File: config.mk
export PLATFORM = sky130hd
export DESIGN_NAME = tmr_bank
export DESIGN_NICKNAME = d
export VERILOG_FILES = /design/src/rtl/tmr_pkg.sv /design/src/rtl/tmr_decode.sv /design/src/rtl/tmr_channel.sv /design/src/rtl/tmr_bank.sv
export SDC_FILE = /design/constraint.sdc
export NUM_CORES = 2
export LEC_CHECK = 0
export ABC_AREA = 1
export BUFFER_PORTS_ARGS = -buffer_cell sky130_fd_sc_hd__buf_2
export CAP_MARGIN = 20
export CORE_UTILIZATION = 35
export DETAILED_ROUTE_END_ITERATION = 8
export GPL_TIMING_DRIVEN = 0
export PLACE_DENSITY = 0.6
export SLEW_MARGIN = 10
export SYNTH_ARGS = -nofsm -noshare
export SYNTH_HDL_FRONTEND = slang
export SYNTH_HIERARCHICAL = 1
export SYNTH_SLANG_ARGS = --single-unit
File: constraint.sdc
create_clock -name clk -period 4.3 [get_ports clk]
set_input_delay 0.43 -clock clk [delete_from_list [all_inputs] [get_ports clk]]
set_output_delay 0.43 -clock clk [all_outputs]
set_load 0.02 [all_outputs]
File: src/rtl/tmr_pkg.sv
package tmr_pkg;

    localparam int unsigned WIN_BITS = 6;     // 64-byte window per timer
    localparam int unsigned CTRL_W   = 4;

    // control bit positions
    localparam int unsigned CB_RUN  = 0;
    localparam int unsigned CB_TICK = 1;
    localparam int unsigned CB_IRQ  = 2;
    localparam int unsigned CB_PER  = 3;
    localparam int unsigned STAT_POS = 4;     // status position in read of set reg

    // register offsets inside a window
    localparam logic [WIN_BITS-1:0] OFS_COUNT  = 6'h00;
    localparam logic [WIN_BITS-1:0] OFS_RELOAD = 6'h04;
    localparam logic [WIN_BITS-1:0] OFS_SET    = 6'h10;
    localparam logic [WIN_BITS-1:0] OFS_CLR    = 6'h14;

    typedef enum logic [2:0] {
        RK_NONE,
        RK_COUNT,
        RK_RELOAD,
        RK_SET,
        RK_CLR
    } reg_kind_e;

    typedef enum logic {
        ST_IDLE,
        ST_RUN
    } tmr_state_e;

endpackage

File: src/rtl/tmr_decode.sv
module tmr_decode
    import tmr_pkg::*;
#(
    parameter int unsigned N_TMR  = 8,
    parameter int unsigned ADDR_W = 9
) (
    input  logic [ADDR_W-1:0] addr,
    output logic [N_TMR-1:0]  sel,
    output reg_kind_e         kind
);
    localparam int unsigned IDX_W = ADDR_W - WIN_BITS;

    logic [IDX_W-1:0]    idx;
    logic [WIN_BITS-1:0] ofs;

    assign idx = addr[ADDR_W-1:WIN_BITS];
    assign ofs = addr[WIN_BITS-1:0];

    always_comb begin
        sel = '0;
        if (32'(idx) < N_TMR) begin
            sel[idx] = 1'b1;
        end
    end

    always_comb begin
        unique case (ofs)
            OFS_COUNT:  kind = RK_COUNT;
            OFS_RELOAD: kind = RK_RELOAD;
            OFS_SET:    kind = RK_SET;
            OFS_CLR:    kind = RK_CLR;
            default:    kind = RK_NONE;
        endcase
    end

endmodule

File: src/rtl/tmr_channel.sv
module tmr_channel
    import tmr_pkg::*;
#(
    parameter int unsigned DATA_W = 32
) (
    input  logic              clk,
    input  logic              rst_n,
    input  logic              sel,
    input  reg_kind_e         kind,
    input  logic              wr_en,
    input  logic              rd_en,
    input  logic [DATA_W-1:0] wdata,
    input  logic              tick_1us,
    output logic [DATA_W-1:0] rdata,
    output logic              irq
);
    localparam logic [DATA_W-1:0] ONE = DATA_W'(1);

    tmr_state_e        state_q, state_d;
    logic [3:1]        cfg_q;
    logic              status_q;
    logic [DATA_W-1:0] cnt_q;
    logic [DATA_W-1:0] reload_q;

    logic rl_wr, set_wr, clr_wr, clr_any;
    logic running, tick_ok, expire;
    logic [CTRL_W-1:0] ctrl;

    assign rl_wr   = sel && wr_en && (kind == RK_RELOAD);
    assign set_wr  = sel && wr_en && (kind == RK_SET);
    assign clr_wr  = sel && wr_en && (kind == RK_CLR);
    assign clr_any = clr_wr && (wdata[CTRL_W-1:0] != '0);

    assign running = (state_q == ST_RUN);
    assign tick_ok = cfg_q[CB_TICK] ? tick_1us : 1'b1;
    assign expire  = running && tick_ok && (cnt_q == '0);
    assign ctrl    = {cfg_q, running};

    // state register
    always_ff @(posedge clk or negedge rst_n) begin
        if (!rst_n) state_q <= ST_IDLE;
        else        state_q <= state_d;
    end

    // next-state: GO, HALT, DONE
    always_comb begin
        state_d = state_q;
        unique case (state_q)
            ST_IDLE: if (set_wr && wdata[CB_RUN]) state_d = ST_RUN;
            ST_RUN: begin
                if (clr_wr && wdata[CB_RUN])         state_d = ST_IDLE;
                else if (expire && !cfg_q[CB_PER])   state_d = ST_IDLE;
            end
            default: state_d = ST_IDLE;
        endcase
    end

    // configuration bits 3..1 and status
    always_ff @(posedge clk or negedge rst_n) begin
        if (!rst_n) begin
            cfg_q    <= '0;
            status_q <= 1'b0;
        end else begin
            if (set_wr) cfg_q <= cfg_q | wdata[3:1];
            else if (clr_wr) cfg_q <= cfg_q & ~wdata[3:1];
            if (clr_any)     status_q <= 1'b0;
            else if (expire) status_q <= 1'b1;
        end
    end

    // count and reload
    always_ff @(posedge clk or negedge rst_n) begin
        if (!rst_n) begin
            cnt_q    <= '0;
            reload_q <= '0;
        end else begin
            if (rl_wr) reload_q <= wdata;
            if (running && tick_ok) begin
                if (cnt_q == '0) cnt_q <= cfg_q[CB_PER] ? reload_q : '0;
                else             cnt_q <= cnt_q - ONE;
            end else if (!running && rl_wr) begin
                cnt_q <= wdata;
            end
        end
    end

    // outputs
    always_comb begin
        rdata = '0;
        if (sel && rd_en) begin
            unique case (kind)
                RK_COUNT:  rdata = cnt_q;
                RK_RELOAD: rdata = reload_q;
                RK_SET: begin
                    rdata[CTRL_W-1:0] = ctrl;
                    rdata[STAT_POS]   = status_q;
                end
                default:   rdata = '0;
            endcase
        end
        irq = status_q && cfg_q[CB_IRQ];
    end

    // nonzero count drops by exactly one per advance
    p_dec_one_r6: assert property (@(posedge clk) disable iff (!rst_n)
        (running && tick_ok && cnt_q != '0) |=> (cnt_q == $past(cnt_q) - ONE));

    // tick mode holds without strobe
    p_tick_hold_r7: assert property (@(posedge clk) disable iff (!rst_n)
        (running && cfg_q[CB_TICK] && !tick_1us) |=> $stable(cnt_q));

    // expiry raises status unless acknowledged in the same cycle
    p_expire_flag_r8: assert property (@(posedge clk) disable iff (!rst_n)
        (expire && !clr_any) |=> status_q);

    // periodic expiry reloads and keeps running
    p_periodic_r9: assert property (@(posedge clk) disable iff (!rst_n)
        (expire && cfg_q[CB_PER] && !clr_wr) |=> (cnt_q == $past(reload_q) && state_q == ST_RUN));

    // one-shot expiry stops at zero
    p_oneshot_r10: assert property (@(posedge clk) disable iff (!rst_n)
        (expire && !cfg_q[CB_PER]) |=> (state_q == ST_IDLE && cnt_q == '0));

    // idle count changes only through a reload write
    p_idle_hold_r3: assert property (@(posedge clk) disable iff (!rst_n)
        (state_q == ST_IDLE && !rl_wr) |=> $stable(cnt_q));

endmodule

File: src/rtl/tmr_bank.sv
module tmr_bank
    import tmr_pkg::*;
#(
    parameter int unsigned N_TMR  = 8,
    parameter int unsigned DATA_W = 32,
    parameter int unsigned ADDR_W = $clog2(N_TMR) + WIN_BITS
) (
    input  logic              clk,
    input  logic              rst_n,
    input  logic [ADDR_W-1:0] bus_addr,
    input  logic [DATA_W-1:0] bus_wdata,
    input  logic              bus_we,
    input  logic              bus_re,
    output logic [DATA_W-1:0] bus_rdata,
    input  logic              tick_1us,
    output logic [N_TMR-1:0]  irq
);
    logic [N_TMR-1:0]  sel;
    reg_kind_e         kind;
    logic [DATA_W-1:0] rd_each [N_TMR];

    tmr_decode #(.N_TMR(N_TMR), .ADDR_W(ADDR_W)) u_dec (
        .addr (bus_addr),
        .sel  (sel),
        .kind (kind)
    );

    for (genvar i = 0; i < N_TMR; i++) begin : g_tmr
        tmr_channel #(.DATA_W(DATA_W)) u_ch (
            .clk      (clk),
            .rst_n    (rst_n),
            .sel      (sel[i]),
            .kind     (kind),
            .wr_en    (bus_we),
            .rd_en    (bus_re),
            .wdata    (bus_wdata),
            .tick_1us (tick_1us),
            .rdata    (rd_each[i]),
            .irq      (irq[i])
        );
    end

    always_comb begin
        bus_rdata = '0;
        for (int i = 0; i < N_TMR; i++) begin
            bus_rdata = bus_rdata | rd_each[i];
        end
    end

    // nothing is driven onto read data without a read strobe
    p_rd_quiet_r2: assert property (@(posedge clk) disable iff (!rst_n)
        !bus_re |-> (bus_rdata == '0));

endmodule

# Yosys cells after proc, flatten, opt, wreduce, memory -nomap -nowiden
# Cells that the tools add are included.
# word_totals
regBits	552
input_bits	46
out_inout_bits	40
wordCells	375
# classes
addsub	8
magnitude_cmp	2
n_eq_ne	7
mux	131
bitwise_logic	32
reduce_logical	155
# ops
operator	count
$mux 32	40
$pmux 27 s2	8
$logic_not 32->1	8
$sub 32x1->32 const B	8
$or 32x32->32	7
$pmux 5 s3	8
$logic_and 1x1->1	105
$mux 1	49
$mux 3	16
$reduce_bool 2->1	24
$and 3x3->3	8
$or 3x3->3	8
$logic_not 1->1	16
$pmux 1 s2	8
$eq 6x5->1 const B	2
$pmux 3 s4	1
$not 1->1	8
$eq 3x2->1 const B	2
$eq 6x3->1 const B	1
$logic_not 6->1	1
$lt 3x4->1 const B	1
$reduce_bool 4->1	1
$demux 1 s3	1
$eq 3x1->1 const B	1
3 further kinds	3

# Longest topological paths before layout
# depth
depth_word	13
mapped_depth	16
ltp_nobuf	15

# Modules after synthesis
# Netlist, hierarchy kept.
# by_module_without_submodules
module	instances	cells_each	area_each_um2	seq_area_each_um2
tmr_channel at g_tmr[2].u_ch ...	6	771	4982.3	1726.7
tmr_channel at g_tmr[0].u_ch ...	2	760	4948.5	1726.7
tmr_bank	1	480	1801.7	0.0
tmr_decode	1	26	130.1	0.0

# Worst setup path after synthesis
# Ideal clock, no wire load.
# synth_path
path_kind	in2out
from	input bus_addr[1]
to	output bus_rdata[10]
arrival_ns	2.963
required_ns	3.870
slack_ns	0.907
cell_stages	13
n_path_buf	1
path_cell_list	nor2_1 -> nand3_1 -> nand2_1 -> clkinv_1 -> nand3_1 -> clkbuf_1 -> o22ai_1 -> inv_1 -> nor2_1 -> inv_1 -> nand2_1 -> nor2_1 -> nand2_1
# synth_rtl
element	line	text
start: declaration	tmr_bank.sv:10	input logic [ADDR_W-1:0] bus_addr,
end: declaration	tmr_bank.sv:14	output logic [DATA_W-1:0] bus_rdata,

==> results.json <==
{
  "syn_nets": 6714,
  "final_core_util_pct": 39.66,
  "p_leak_nw": 22.56,
  "antenna_found_initial": 13,
  "reg2reg_setup_slack_ns": 1.89,
  "grt_pass1_wl_um": 272800,
  "vdd_drop_max_v": 0.0002521,
  "nNetsFinal": 6882,
  "top_layer_used": "met5",
  "gp_congestion": 1.006,
  "grt_max_degree": 88,
  "synth.distinct_cells": 40,
  "num_rows": 126,
  "drc": 0,
  "finalSetupTns_ns": 0,
  "regToRegEndpoint": "g_tmr[5].u_ch/cnt_q[27]$_DFFE_PN0P_",
  "initial_core_util_pct": 35.33,
  "first_global_vias": 42340,
  "syn_area_um2": 41720,
  "placed_cells": 8283,
  "worstPathArrival_ns": 3.68,
  "yosys_warnings": 6,
  "synth_edf_count": 0,
  "status": "finished clean",
  "final_common_cell": "nand2_1",
  "hold_viol": 0,
  "syn_to_final_growth_pct": 12.24,
  "setup_viol": 0,
  "final_cell_area_um2": 46830,
  "num_io_pins": 86,
  "cts_htree_levels": 3,
  "synth-seq-area-share_pct": 33.11,
  "clockRootBuffer": "clkbuf_16",
  "r2r_cells": 7,
  "syn_inst": 6652,
  "worstPathRequired_ns": 3.87,
  "period_share_pct": 95.63,
  "cts.sinks": 552,
  "layout.cells.non_filler": 8410,
  "clkLatencyLatePin_ns": 0.65,
  "min_period_ns": 4.112,
  "final_antenna_net_count": 0,
  "drtIter0Drc": 5434,
  "wl_um": 184700,
  "ys_ff_latch": 552,
  "final_cell_mix": "nand2_1, inv_1, nand3_1",
  "cts_buffers": 70,
  "wl_met2_um": 80040,
  "finClkSkew_ns": 0.02500,
  "vias": 45500,
  "fmaxAchievable_mhz": 243.2,
  "synthFlopType": "dfrtp_1",
  "setup.worst_path.end_class": "output port",
  "worstSetupPathType": "in2out",
  "cts_buffer_depth": 3,
  "wire_per_inst_um": 21.97,
  "path_max_fanout": 14,
  "dieArea_um2": 120600,
  "core_um2": 118100,
  "wl_met1_um": 77330,
  "worstMarginPinSlew_ns": 1.125,
  "fillers": 12670,
  "fp.dieH_um": 347.3,
  "firstDrtPassIters": 6,
  "port_buffers": 85,
  "via_per_inst": 5.410,
  "powerDensity_nw_per_um2": 323.8,
  "drive_above_1_share_pct": 9.722,
  "rsz0062_at_grt": "false",
  "clkTransAtPathRegs_ns": 0.05,
  "wl_met3_um": 19000,
  "dp_hpwl_um": 137400,
  "maxCapViolations": 0,
  "gr-total-overflow": 0,
  "synth_area_per_cell_um2": 6.272,
  "cp-start-kind": "input port",
  "hp-class": "in2async",
  "grtUsageTotal_pct": 30.05,
  "async_flop_share_pct": 100.0,
  "relSlewSlack_pct": 25.01,
  "cts_tree": "yes",
  "finalMaxSlewViolations": 0,
  "post_dp_cell_area_um2": 44350,
  "die_w_um": 347.3
}
[repair_timing]
action | in CTS | in global routing
hold endpoints to repair | 43 | 0
endpoints found under the setup margin | 2 | 11
setup buffers | 0 | 0
gates resized for setup | 2 | 6
hold buffers | 1 | 0
[synth_stat cells (84+ instances only)]
| cell | instances | area share, % |
|---|---|---|
| nor2_1 | 517 | 4.7 |
| nor2_2 | 98 | 1.5 |
| a21oi_1 | 202 | 2.4 |
| dfrtp_1 | 552 | 33 |
| o22ai_1 | 84 | 1.3 |
| nand2_1 | 2263 | 20 |
| o21ai_0 | 440 | 5.3 |
| inv_1 | 951 | 8.6 |
| buf_2 | 86 | 1.0 |
| o21ai_1 | 84 | 1.0 |
| nand4_1 | 90 | 1.3 |
| clkbuf_1 | 108 | 0.97 |
| nand3_1 | 670 | 8.0 |
[layer usage]
metal | up-vias | GRT usage (%)
li1 | 21360 | -
met1 | 21540 | 40.39
met2 | 2218 | 46.33
met3 | 377 | 6.450
met4 | 6 | 12.90
met5 | - | 0
[sequential cells by signal (all words and copies together) (netlist names), named ones only]
signal and count:
g_tmr.u_ch/cnt_q 256, g_tmr.u_ch/reload_q 256, g_tmr.u_ch/running 8, g_tmr.u_ch/status_q 8
[worst max path at each step]
| stage | start | endpoint | slack (ns) | cells past startpoint |
|---|---|---|---|---|
| after floorplan | bus_addr[1] | bus_rdata[10] | 0.91 | 13 |
| after global placement | rst_n | g_tmr[5].u_ch/cnt_q[23]$_DFFE_PN0P_ | -9.67 | 1 |
| after detailed placement | bus_addr[1] | bus_rdata[16] | -0.02 | 15 |
| after CTS | bus_addr[1] | bus_rdata[15] | 0.05 | 15 |
| after global routing | bus_addr[1] | bus_rdata[28] | 0.09 | 15 |
| final | bus_addr[1] | bus_rdata[12] | 0.19 | 16 |
[stage by stage]
step | setup slack (ns) | hold slack (ns) | power, mW
after floorplan | 0.9067 | 0.1344 | 7.726
after global placement | -9.666 | 0.4885 | 8.669
after detailed placement | -0.01681 | 0.3591 | 8.718
after CTS | 0.05014 | 0.2753 | 15.20
after global routing | 0.09310 | 0.3201 | 15.77
final | 0.1880 | 0.2776 | 15.16
[cell type report]
type | instances | area [um^2] | share of cell area, %
Buffer | 238 | 1266 | 2.704
Timing Repair Buffer | 96 | 698.2 | 1.491
Clock inverter | 27 | 395.4 | 0.8443
Sequential cell | 552 | 13810 | 29.50
Tap cell | 1536 | 1922 | 4.104
Inverter | 998 | 3754 | 8.016
Clock buffer | 96 | 2043 | 4.363
Multi-Input combinational cell | 4864 | 22930 | 48.96
Antenna cell | 3 | 7.507 | 0.01603
[report_power, final]
part | internal, mW | switching, mW
clock | 3.87 | 2.59
combinational | 0.789 | 1.82
sequential | 5.57 | 0.526
total | 10.2 | 4.94
[critical path, cell delays in order]
cell and delay [ns]:
buf_2 0.09, nor2_1 0.20, nand2_1 0.13, nor2_4 0.30
buf_12 0.25, inv_2 0.13, nand3_4 0.17, buf_1 0.44
o22ai_1 0.17, inv_1 0.10, nor2_1 0.04, inv_1 0.17
nand2_1 0.13, nor2_1 0.33, nand2_1 0.29, buf_2 0.24
[cells by family (layout without fill, tap and decap cells)]
kind of cell / after synthesis / in the layout / share of synthesized area, %
other: 0 / 3 / 0
buffers and inverters: 1236 / 1455 / 12.01
AO/OA/AOI/OAI: 936 / 936 / 12.49
AND/OR/NAND/NOR: 3824 / 3824 / 40.06
adder cells (fa/ha/maj): 16 / 16 / 0.4798
flip-flops: 552 / 552 / 33.11
XOR/XNOR: 88 / 88 / 1.847
(Power assumes the default switching activity.)
